### src/rtl/tq_pkg.sv
package tq_pkg;
  typedef enum logic [1:0] {
    TQ_ZERO = 2'b00,
    TQ_POS  = 2'b01,
    TQ_NEG  = 2'b11
  } tcode_e;
endpackage

### src/rtl/tq_seqdiv.sv
// Restoring divider: one quotient bit per clock, NUMW steps per division.
module tq_seqdiv #(
  parameter int NUMW = 17,
  parameter int DENW = 6
) (
  input  logic            clk,
  input  logic            rst_n,
  input  logic            start,
  input  logic [NUMW-1:0] num,
  input  logic [DENW-1:0] den,
  output logic            done,
  output logic [NUMW-1:0] quot
);
  localparam int CW = $clog2(NUMW + 1);

  logic [DENW-1:0] rem;
  logic [NUMW-1:0] q;
  logic [CW-1:0]   cnt;
  logic            busy;
  logic [DENW:0]   trial;
  logic [DENW:0]   diff;
  logic            ge;

  always_comb begin
    trial = {rem, q[NUMW-1]};
    ge    = trial >= {1'b0, den};
    diff  = trial - {1'b0, den};
  end

  always_ff @(posedge clk) begin
    if (!rst_n) begin
      rem  <= '0;
      q    <= '0;
      cnt  <= '0;
      busy <= 1'b0;
    end else if (start) begin
      rem  <= '0;
      q    <= num;
      cnt  <= CW'(NUMW);
      busy <= 1'b1;
    end else if (busy) begin
      if (cnt != '0) begin
        rem <= ge ? diff[DENW-1:0] : trial[DENW-1:0];
        q   <= {q[NUMW-2:0], ge};
        cnt <= cnt - CW'(1);
      end else begin
        busy <= 1'b0;
      end
    end
  end

  assign done = busy && (cnt == '0);
  assign quot = q;
endmodule

### src/rtl/tq_wbuf.sv
// Matrix store: written one weight per beat, read one packed word of weights at a time.
module tq_wbuf #(
  parameter int N     = 32,
  parameter int WBITS = 8,
  parameter int PACK  = 8,
  parameter int IW    = 5,
  parameter int WW    = 2
) (
  input  logic                  clk,
  input  logic                  wr_en,
  input  logic [IW-1:0]         wr_idx,
  input  logic [WBITS-1:0]      wr_data,
  input  logic [WW-1:0]         rd_word,
  output logic [PACK*WBITS-1:0] rd_data
);
  logic [WBITS-1:0] mem [N];

  always_ff @(posedge clk) begin
    if (wr_en) mem[wr_idx] <= wr_data;
  end

  always_comb begin
    for (int k = 0; k < PACK; k++)
      rd_data[k*WBITS +: WBITS] = mem[IW'(int'(rd_word) * PACK + k)];
  end
endmodule

### src/rtl/tq_pack.sv
// Threshold compare per lane: the round-and-clip step reduces to one magnitude test.
module tq_pack #(
  parameter int WBITS = 8,
  parameter int FRAC  = 4,
  parameter int EPS   = 1,
  parameter int PACK  = 8,
  parameter int SCW   = 17
) (
  input  logic [PACK*WBITS-1:0] weights,
  input  logic [SCW-1:0]        scale,
  output logic [2*PACK-1:0]     codes
);
  import tq_pkg::*;
  localparam int CMPW = WBITS + FRAC + SCW + 1;

  logic [CMPW-1:0] thresh;
  assign thresh = CMPW'(scale) + CMPW'(EPS);

  for (genvar k = 0; k < PACK; k++) begin : g_lane
    logic [WBITS-1:0] wv;
    logic [WBITS-1:0] mag;
    logic [CMPW-1:0]  lhs;
    tcode_e           code;
    always_comb begin
      wv   = weights[k*WBITS +: WBITS];
      mag  = wv[WBITS-1] ? (~wv + WBITS'(1)) : wv;
      lhs  = CMPW'(mag) << (FRAC + 1);
      if (lhs >= thresh) code = wv[WBITS-1] ? TQ_NEG : TQ_POS;
      else               code = TQ_ZERO;
    end
    assign codes[2*k +: 2] = code;
  end
endmodule

### src/rtl/tern_quant.sv
module tern_quant #(
  parameter int ROWS  = 4,
  parameter int COLS  = 8,
  parameter int WBITS = 8,
  parameter int FRAC  = 4,
  parameter int EPS   = 1,
  parameter int PACK  = 8,
  localparam int N    = ROWS * COLS,
  localparam int SCW  = WBITS + $clog2(N) + FRAC
) (
  input  logic              clk,
  input  logic              rst_n,
  input  logic              w_valid,
  output logic              w_ready,
  input  logic [WBITS-1:0]  w_data,
  output logic              q_valid,
  input  logic              q_ready,
  output logic [2*PACK-1:0] q_data,
  output logic              q_last,
  output logic [SCW-1:0]    scale_o
);
  localparam int WORDS = N / PACK;
  localparam int SUMW  = WBITS + $clog2(N);
  localparam int DENW  = $clog2(N + 1);
  localparam int IW    = $clog2(N);
  localparam int WW    = (WORDS > 1) ? $clog2(WORDS) : 1;

  typedef enum logic [1:0] {ST_LOAD, ST_KICK, ST_DIV, ST_EMIT} state_e;

  state_e              state;
  logic [SUMW-1:0]     sum;
  logic [IW-1:0]       wr_idx;
  logic [WW-1:0]       rd_word;
  logic [SCW-1:0]      scale_q;
  logic [WBITS-1:0]    mag;
  logic                take;
  logic                div_done;
  logic [SCW-1:0]      quot;
  logic [PACK*WBITS-1:0] rd_data;

  assign w_ready = (state == ST_LOAD);
  assign take    = w_ready && w_valid;
  assign mag     = w_data[WBITS-1] ? (~w_data + WBITS'(1)) : w_data;

  always_ff @(posedge clk) begin
    if (!rst_n) begin
      state   <= ST_LOAD;
      sum     <= '0;
      wr_idx  <= '0;
      rd_word <= '0;
      scale_q <= '0;
    end else begin
      case (state)
        ST_LOAD: if (take) begin
          sum <= sum + SUMW'(mag);
          if (wr_idx == IW'(N - 1)) begin
            wr_idx <= '0;
            state  <= ST_KICK;
          end else begin
            wr_idx <= wr_idx + IW'(1);
          end
        end
        ST_KICK: begin
          sum   <= '0;
          state <= ST_DIV;
        end
        ST_DIV: if (div_done) begin
          scale_q <= quot;
          rd_word <= '0;
          state   <= ST_EMIT;
        end
        ST_EMIT: if (q_ready) begin
          if (rd_word == WW'(WORDS - 1)) begin
            rd_word <= '0;
            state   <= ST_LOAD;
          end else begin
            rd_word <= rd_word + WW'(1);
          end
        end
        default: state <= ST_LOAD;
      endcase
    end
  end

  tq_seqdiv #(.NUMW(SCW), .DENW(DENW)) u_div (
    .clk   (clk),
    .rst_n (rst_n),
    .start (state == ST_KICK),
    .num   ({sum, {FRAC{1'b0}}}),
    .den   (DENW'(N)),
    .done  (div_done),
    .quot  (quot)
  );

  tq_wbuf #(.N(N), .WBITS(WBITS), .PACK(PACK), .IW(IW), .WW(WW)) u_buf (
    .clk     (clk),
    .wr_en   (take),
    .wr_idx  (wr_idx),
    .wr_data (w_data),
    .rd_word (rd_word),
    .rd_data (rd_data)
  );

  tq_pack #(.WBITS(WBITS), .FRAC(FRAC), .EPS(EPS), .PACK(PACK), .SCW(SCW)) u_pack (
    .weights (rd_data),
    .scale   (scale_q),
    .codes   (q_data)
  );

  assign q_valid = (state == ST_EMIT);
  assign q_last  = q_valid && (rd_word == WW'(WORDS - 1));
  assign scale_o = scale_q;
endmodule

### config.mk
export PLATFORM = sky130hd
export DESIGN_NAME = tern_quant
export DESIGN_NICKNAME = d
export VERILOG_FILES = /design/src/rtl/tq_pkg.sv /design/src/rtl/tq_seqdiv.sv /design/src/rtl/tq_wbuf.sv /design/src/rtl/tq_pack.sv /design/src/rtl/tern_quant.sv
export SDC_FILE = /design/constraint.sdc
export NUM_CORES = 1
export LEC_CHECK = 0
export BUFFER_PORTS_ARGS = -buffer_cell sky130_fd_sc_hd__buf_2
export CAP_MARGIN = 10
export CORE_MARGIN = 2
export CORE_UTILIZATION = 40
export CTS_CLUSTER_SIZE = 25
export DETAILED_ROUTE_END_ITERATION = 10
export GPL_ROUTABILITY_DRIVEN = 0
export HOLD_SLACK_MARGIN = 0.05
export SLEW_MARGIN = 20
export SYNTH_ARGS = -nofsm -noshare
export SYNTH_HDL_FRONTEND = slang
export SYNTH_SLANG_ARGS = --single-unit
### constraint.sdc
create_clock -name clk -period 9.8 [get_ports clk]
set_input_delay 0.49 -clock clk [delete_from_list [all_inputs] [get_ports clk]]
set_output_delay 0.49 -clock clk [all_outputs]
set_load 0.005 [all_outputs]
=== Word-level counts from Yosys, hierarchy flattened ===
Memories as Yosys holds them, arrays and structs flattened. A register that Yosys moved wholly into a read port is not among the register bits.
Index checks and enable logic that the tools add are counted.

* $add $sub $neg: 22
* Magnitude comparators: 9
* Eq/ne operators: 10
* Multiplexer cells: 52
* Bitwise operators: 10
* Reduce and logical (&&, ||, !) cells: 18

{| class="wikitable"
|+ Operators with widths
! operator !! number
|-
| $ge 13x30->1 || 8
|-
| $add 8x1->8 const B || 9
|-
| $mux 8 || 9
|-
| $not 8->8 || 9
|-
| $mux 17 || 3
|-
| $mux 2 || 24
|-
| $mux 5 || 6
|-
| $pmux 13 s2 || 1
|-
| $add 5x3->5 const B || 4
|-
| $add 17x1->18 const B || 1
|-
| $add 13x8->13 || 1
|-
| $mux 13 || 1
|-
| $add 5x1->5 const B || 2
|-
| $add 5x2->5 const B || 2
|-
| $reduce_and 2->1 || 5
|-
| $ne 2x1->1 const B || 4
|-
| $pmux 2 s4 || 1
|-
| $reduce_bool 2->1 || 4
|-
| $ge 7x6->1 const B || 1
|-
| $eq 2x2->1 const B || 3
|-
| $mux 6 || 1
|-
| $sub 6x6->6 const B || 1
|-
| $eq 5x5->1 const B || 1
|-
| $logic_not 5->1 || 1
|-
| 13 further kinds || 19
|}

* Register bits: 68
* Bits in writable memories: 256
* Bits of input ports: 12
* Output and inout port bits: 36
* Logic and storage cells: 133
* Memories kept: 1

{| class="wikitable"
|+ Memory list
! name !! depth !! bits a word !! rd ports !! clocked after memory_dff !! wr ports !! RTL line !! source
|-
| u_buf.mem || 32 || 8 || 8 || 1 || 1 || tq_wbuf.sv:16 || <nowiki>logic [WBITS-1:0] mem [N];</nowiki>
|}

=== Longest topological paths before layout ===
An unclocked memory read counts as a cell.

* Word-level depth: 7
* Gate-level depth with buffers: 16
* Mapped depth without buffers: 13

=== By module ===
A second synthesis with hierarchy kept.

* Cell total of the unflattened synthesis: 1177
* Area total of the unflattened synthesis: 16012.9 µm²

{| class="wikitable"
|+ By module, submodules not included
! module !! instances !! cells each !! area an instance (µm²) !! sequential area each (µm²)
|-
| tq_wbuf || 1 || 381 || 9544.2 || 7687.4
|-
| tq_pack || 1 || 341 || 2666.3 || 0.0
|-
| tern_quant || 1 || 262 || 2158.3 || 780.7
|-
| tq_seqdiv || 1 || 193 || 1644.1 || 580.6
|}

=== Least setup slack after synthesis ===
Ideal clock, no wire load.

* Path kind: register -> output
* From: register rd_word[0]
* To: output port q_data[5]
* Data arrival time: 3.221 ns
* Required time: 9.310 ns
* Path slack: 6.089 ns
* Cell stages (with the launch flop): 16
* Buffers on the path: 3
* Path through: dfxtp_1 buf_6 buf_12 buf_8 mux4_2 inv_1 ha_1 inv_1 o31ai_1 nand2_1 xor2_1 ha_1 and3_1 a221o_1 a211oi_1 nor3b_1

* Longest elaborated chain between the ends: 7
* Elaborated cells between the ends (all ways): 8
* Classes of those cells: add/sub (2); order compare (1); mux (3); bitwise (1); memory (1)

{| class="wikitable"
|+ RTL lines
! what !! RTL line !! source
|-
| start: declaration || tern_quant.sv:33 || <nowiki>logic [WW-1:0] rd_word;</nowiki>
|-
| start signal: assignment || tern_quant.sv:77 || <nowiki>rd_word <= rd_word + WW'(1);</nowiki>
|-
| $add 5x2->5 (*) || tq_wbuf.sv:24 || <nowiki>rd_data[k*WBITS +: WBITS] = mem[IW'(int'(rd_word) * PACK + k)];</nowiki>
|-
| $mem_v2 32x8 (*) || -- ||
|-
| $not 8->8 || tq_pack.sv:26 || <nowiki>mag = wv[WBITS-1] ? (~wv + WBITS'(1)) : wv;</nowiki>
|-
| $add 8x1->8 || tq_pack.sv:26 ||
|-
| $mux 8 || tq_pack.sv:26 ||
|-
| $ge 13x30->1 || tq_pack.sv:28 || <nowiki>if (lhs >= thresh) code = wv[WBITS-1] ? TQ_NEG : TQ_POS;</nowiki>
|-
| $mux 2 (*) || tq_pack.sv:28 ||
|-
| end: declaration || tern_quant.sv:18 || <nowiki>output logic [2*PACK-1:0] q_data,</nowiki>
|}

Every way passes the cells marked *; elsewhere a longest branch is shown, timed or not.

=== Final worst setup path ===
Same ends and word-level chain as after synthesis.

==> results.yml <==
cts:
  cts_buffer_depth: 3
  h-tree-depth: 2
  cts-resized-gates: 0
  numCtsBuffers: 35
  hold_buffers: 0
  clkSlewWorstSetupHoldPaths_ns: 0.06
  clock-root-buffer: "clkbuf_16"
  numClockSinks: 326
  cts_tree: "done"
  post-cts-setup-buffers: 0
  clkLatencyLatePin_ns: 0.54
setup_path:
  worstPathArrival_ns: 4.91
  worstSetupPathType: "reg2out"
  crit_path_end_kind: "output port"
  ff2ff_path_depth: 7
  worstPathMaxFanout: 43
  cp_data_required_time_ns: 9.31
  worstSetupStartpointType: "flip-flop"
route:
  wire_per_inst_um: 20.1
  drc: 0
  vias_per_cell: 5.40
  vias: 9414
  ant_nets: 0
  drt_pass1_iterations: 4
  drt_wl_total_um: 35000
  drt-initial-drc-count: 617
min_path:
  holdCritPathClass: "reg2reg"
  min_path_cells: 2
sta:
  drv_slew: 0
  setup_slack_ns: 4.40
  fin_worst_skew_ns: 0.0210
  period_needed_ns: 5.40
  hold_violations: 0
  rsz0062_at_grt: "no"
  tns_ns: 0
  slew-limit-headroom_pct: 27.8
  worstMarginPinSlew_ns: 1.08
  fin_crit_sh_pct: 55.1
  max_clock_freq_ghz: 0.185
  setup_viol: 0
global_route:
  grt-ovfl-total: 0
  grt_max_degree: 63
  track_usage_pct: 17.3
  first_global_vias: 9377
  grt_pass1_wl_um: 54400
  grt_antenna_before_repair: 0
synthesis:
  synth_xor_area_share_pct: 3.36
  synth_top_family_by_area: "multiplexers"
  ys_ff_latch: 326
  muxShareOfSynthArea_pct: 11.4
  ys_warn_count: 0
  syn_inst: 1145
  synthAdderAreaFrac_pct: 6.92
  ys_types: 72
  synth_nets: 1243
  synthFlopType: "edfxtp_1"
  synth-simple-area-share_pct: 9.98
  yosysTopAreaCellShare_pct: 49.1
  synth-edff-count: 256
  syn_area_sq_um: 15700
  synth-compound-area-share_pct: 7.68
  synthTopCellsByArea: "edfxtp_1, dfxtp_1, mux4_2"
  yosys.area.top_type: "edfxtp_1"
  syn_avg_cell_area_sq_um: 13.7
  ys_async_sr_fraction_pct: 0
  ys_seq_area_share_pct: 58.0
floorplanning:
  initial_core_util_pct: 40.5
  die_w_um: 202
  fp.dieArea_sq_um: 40800
  io_pins: 48
  fp.coreArea_sq_um: 38600
  die_h_um: 202
  num_rows: 72
power:
  p_per_area_nw_per_um2: 170
  leakage_nw: 6.20
  ir_worst_vdd_mv: 0.0885
cells_and_area:
  synthToLayoutAreaGrowth_pct: 12.4
  fin_nets: 1298
  antenna_cells: 0
  drive_gt1_share_pct: 17.3
  finalNonFillerCells: 1744
place:
  dp_slack_ns: 4.86
  dp_hpwl_um: 22400
  port_buffers: 47
  dp_cells: 1681
status:
  status: "finished, final reports clean"
job:
  drv_cap: 0
==> per-layer routing <==
layer | track usage, % | up-vias | share of wire [%]
li1 | - | 4460 | -
met1 | 23.3 | 4729 | 45
met2 | 29.0 | 170 | 48
met3 | 2.64 | 55 | 3.9
met4 | 5.59 | 0 | 2.7
met5 | 0 | - | 0
==> cells by family (layout without fill, tap and decap cells) <==
logic type      Yosys count  in the layout
mux                     101            101
xor+xnor                 60             60
fa+ha+maj                86             86
flops                   326            326
buf+inv                  89            170
simple gates            314            314
compound gates          169            169
==> synthesized netlist by cell type, types with 10 or more instances <==
| cell | count |
|---|---|
| a21o_1 | 13 |
| a21oi_1 | 31 |
| buf_2 | 11 |
| clkbuf_1 | 22 |
| dfxtp_1 | 70 |
| edfxtp_1 | 256 |
| ha_1 | 85 |
| inv_1 | 44 |
| mux2_2 | 12 |
| mux2i_1 | 28 |
| mux4_2 | 57 |
| nand2_1 | 106 |
| nand2b_1 | 10 |
| nand3_1 | 31 |
| nor2_1 | 72 |
| nor2b_1 | 26 |
| nor3_1 | 12 |
| o211a_1 | 13 |
| o21ai_0 | 29 |
| xnor2_1 | 44 |
| xor2_1 | 16 |
==> critical path: stages (launching register included) <==
cell	delay, ns
dfxtp_4	0.90
buf_4	0.61
mux4_2	0.59
inv_1	0.09
ha_1	0.14
inv_1	0.05
o31ai_1	0.36
nand2_1	0.12
xor2_1	0.16
ha_1	0.28
and3_1	0.20
a221o_1	0.31
a211oi_1	0.31
nor3b_1	0.09
buf_2	0.16
==> through the flow <==
step / power (mW) / instance area, sq um / util [%] / hold WS (ns)
2_1_floorplan: 1.62 / 15700 / - / 0.410
3_3_place_gp: 1.67 / 16400 / 42.5 / 0.417
3_5_place_dp: 1.67 / 16400 / 42.5 / 0.430
4_1_cts: 3.01 / 17600 / 45.5 / 0.436
5_1_grt: 3.08 / 17600 / 45.5 / 0.459
6_report: 2.98 / 17600 / 45.5 / 0.438
==> final timing paths <==
check	from	endpoint	slack, ns
min	u_div.rem[5]	u_div.rem[5]	0.44
max	rd_word[0]	q_data[5]	4.40
max reg2reg	state[1]	sum[3]	6.88
min reg2reg	u_div.rem[5]	u_div.rem[5]	0.44
==> power by group <==
group | leakage, nW | switching [mW] | internal (mW)
registers | 2.87 | 0.00724 | 1.50
clock network | 0.574 | 0.548 | 0.794
logic | 2.75 | 0.0830 | 0.0512
==> placed cells by master (no fill, tap or decap), drive strengths merged, types with 14 or more instances in the layout <==
master,count
edfxtp,256
nand2,106
ha,85
nor2,72
dfxtp,70
buf,61
mux4,59
inv,47
xnor2,44
clkbuf,44
o21ai,35
a21oi,31
nand3,31
mux2i,28
nor2b,26
xor2,16
mux2,14
nor3,14
==> sequential cells by signal (all words and copies together), names as in the netlist, named ones only <==
name        cells
rd_word         2
scale_o        17
state           2
sum            13
u_buf.mem     256
u_div.busy      1
u_div.cnt       5
u_div.quot     17
u_div.rem       6
wr_idx          5
==> area by class of cell <==
cell class / instances / area (sq um)
clock buffer: 44 / 940
clock inverter: 19 / 236
fill: 3416 / 21000
inverter: 46 / 173
multi-input combinational: 730 / 6170
sequential: 326 / 9090
tap: 518 / 648
timing repair buffer: 61 / 340
(Power assumes the default switching activity.)
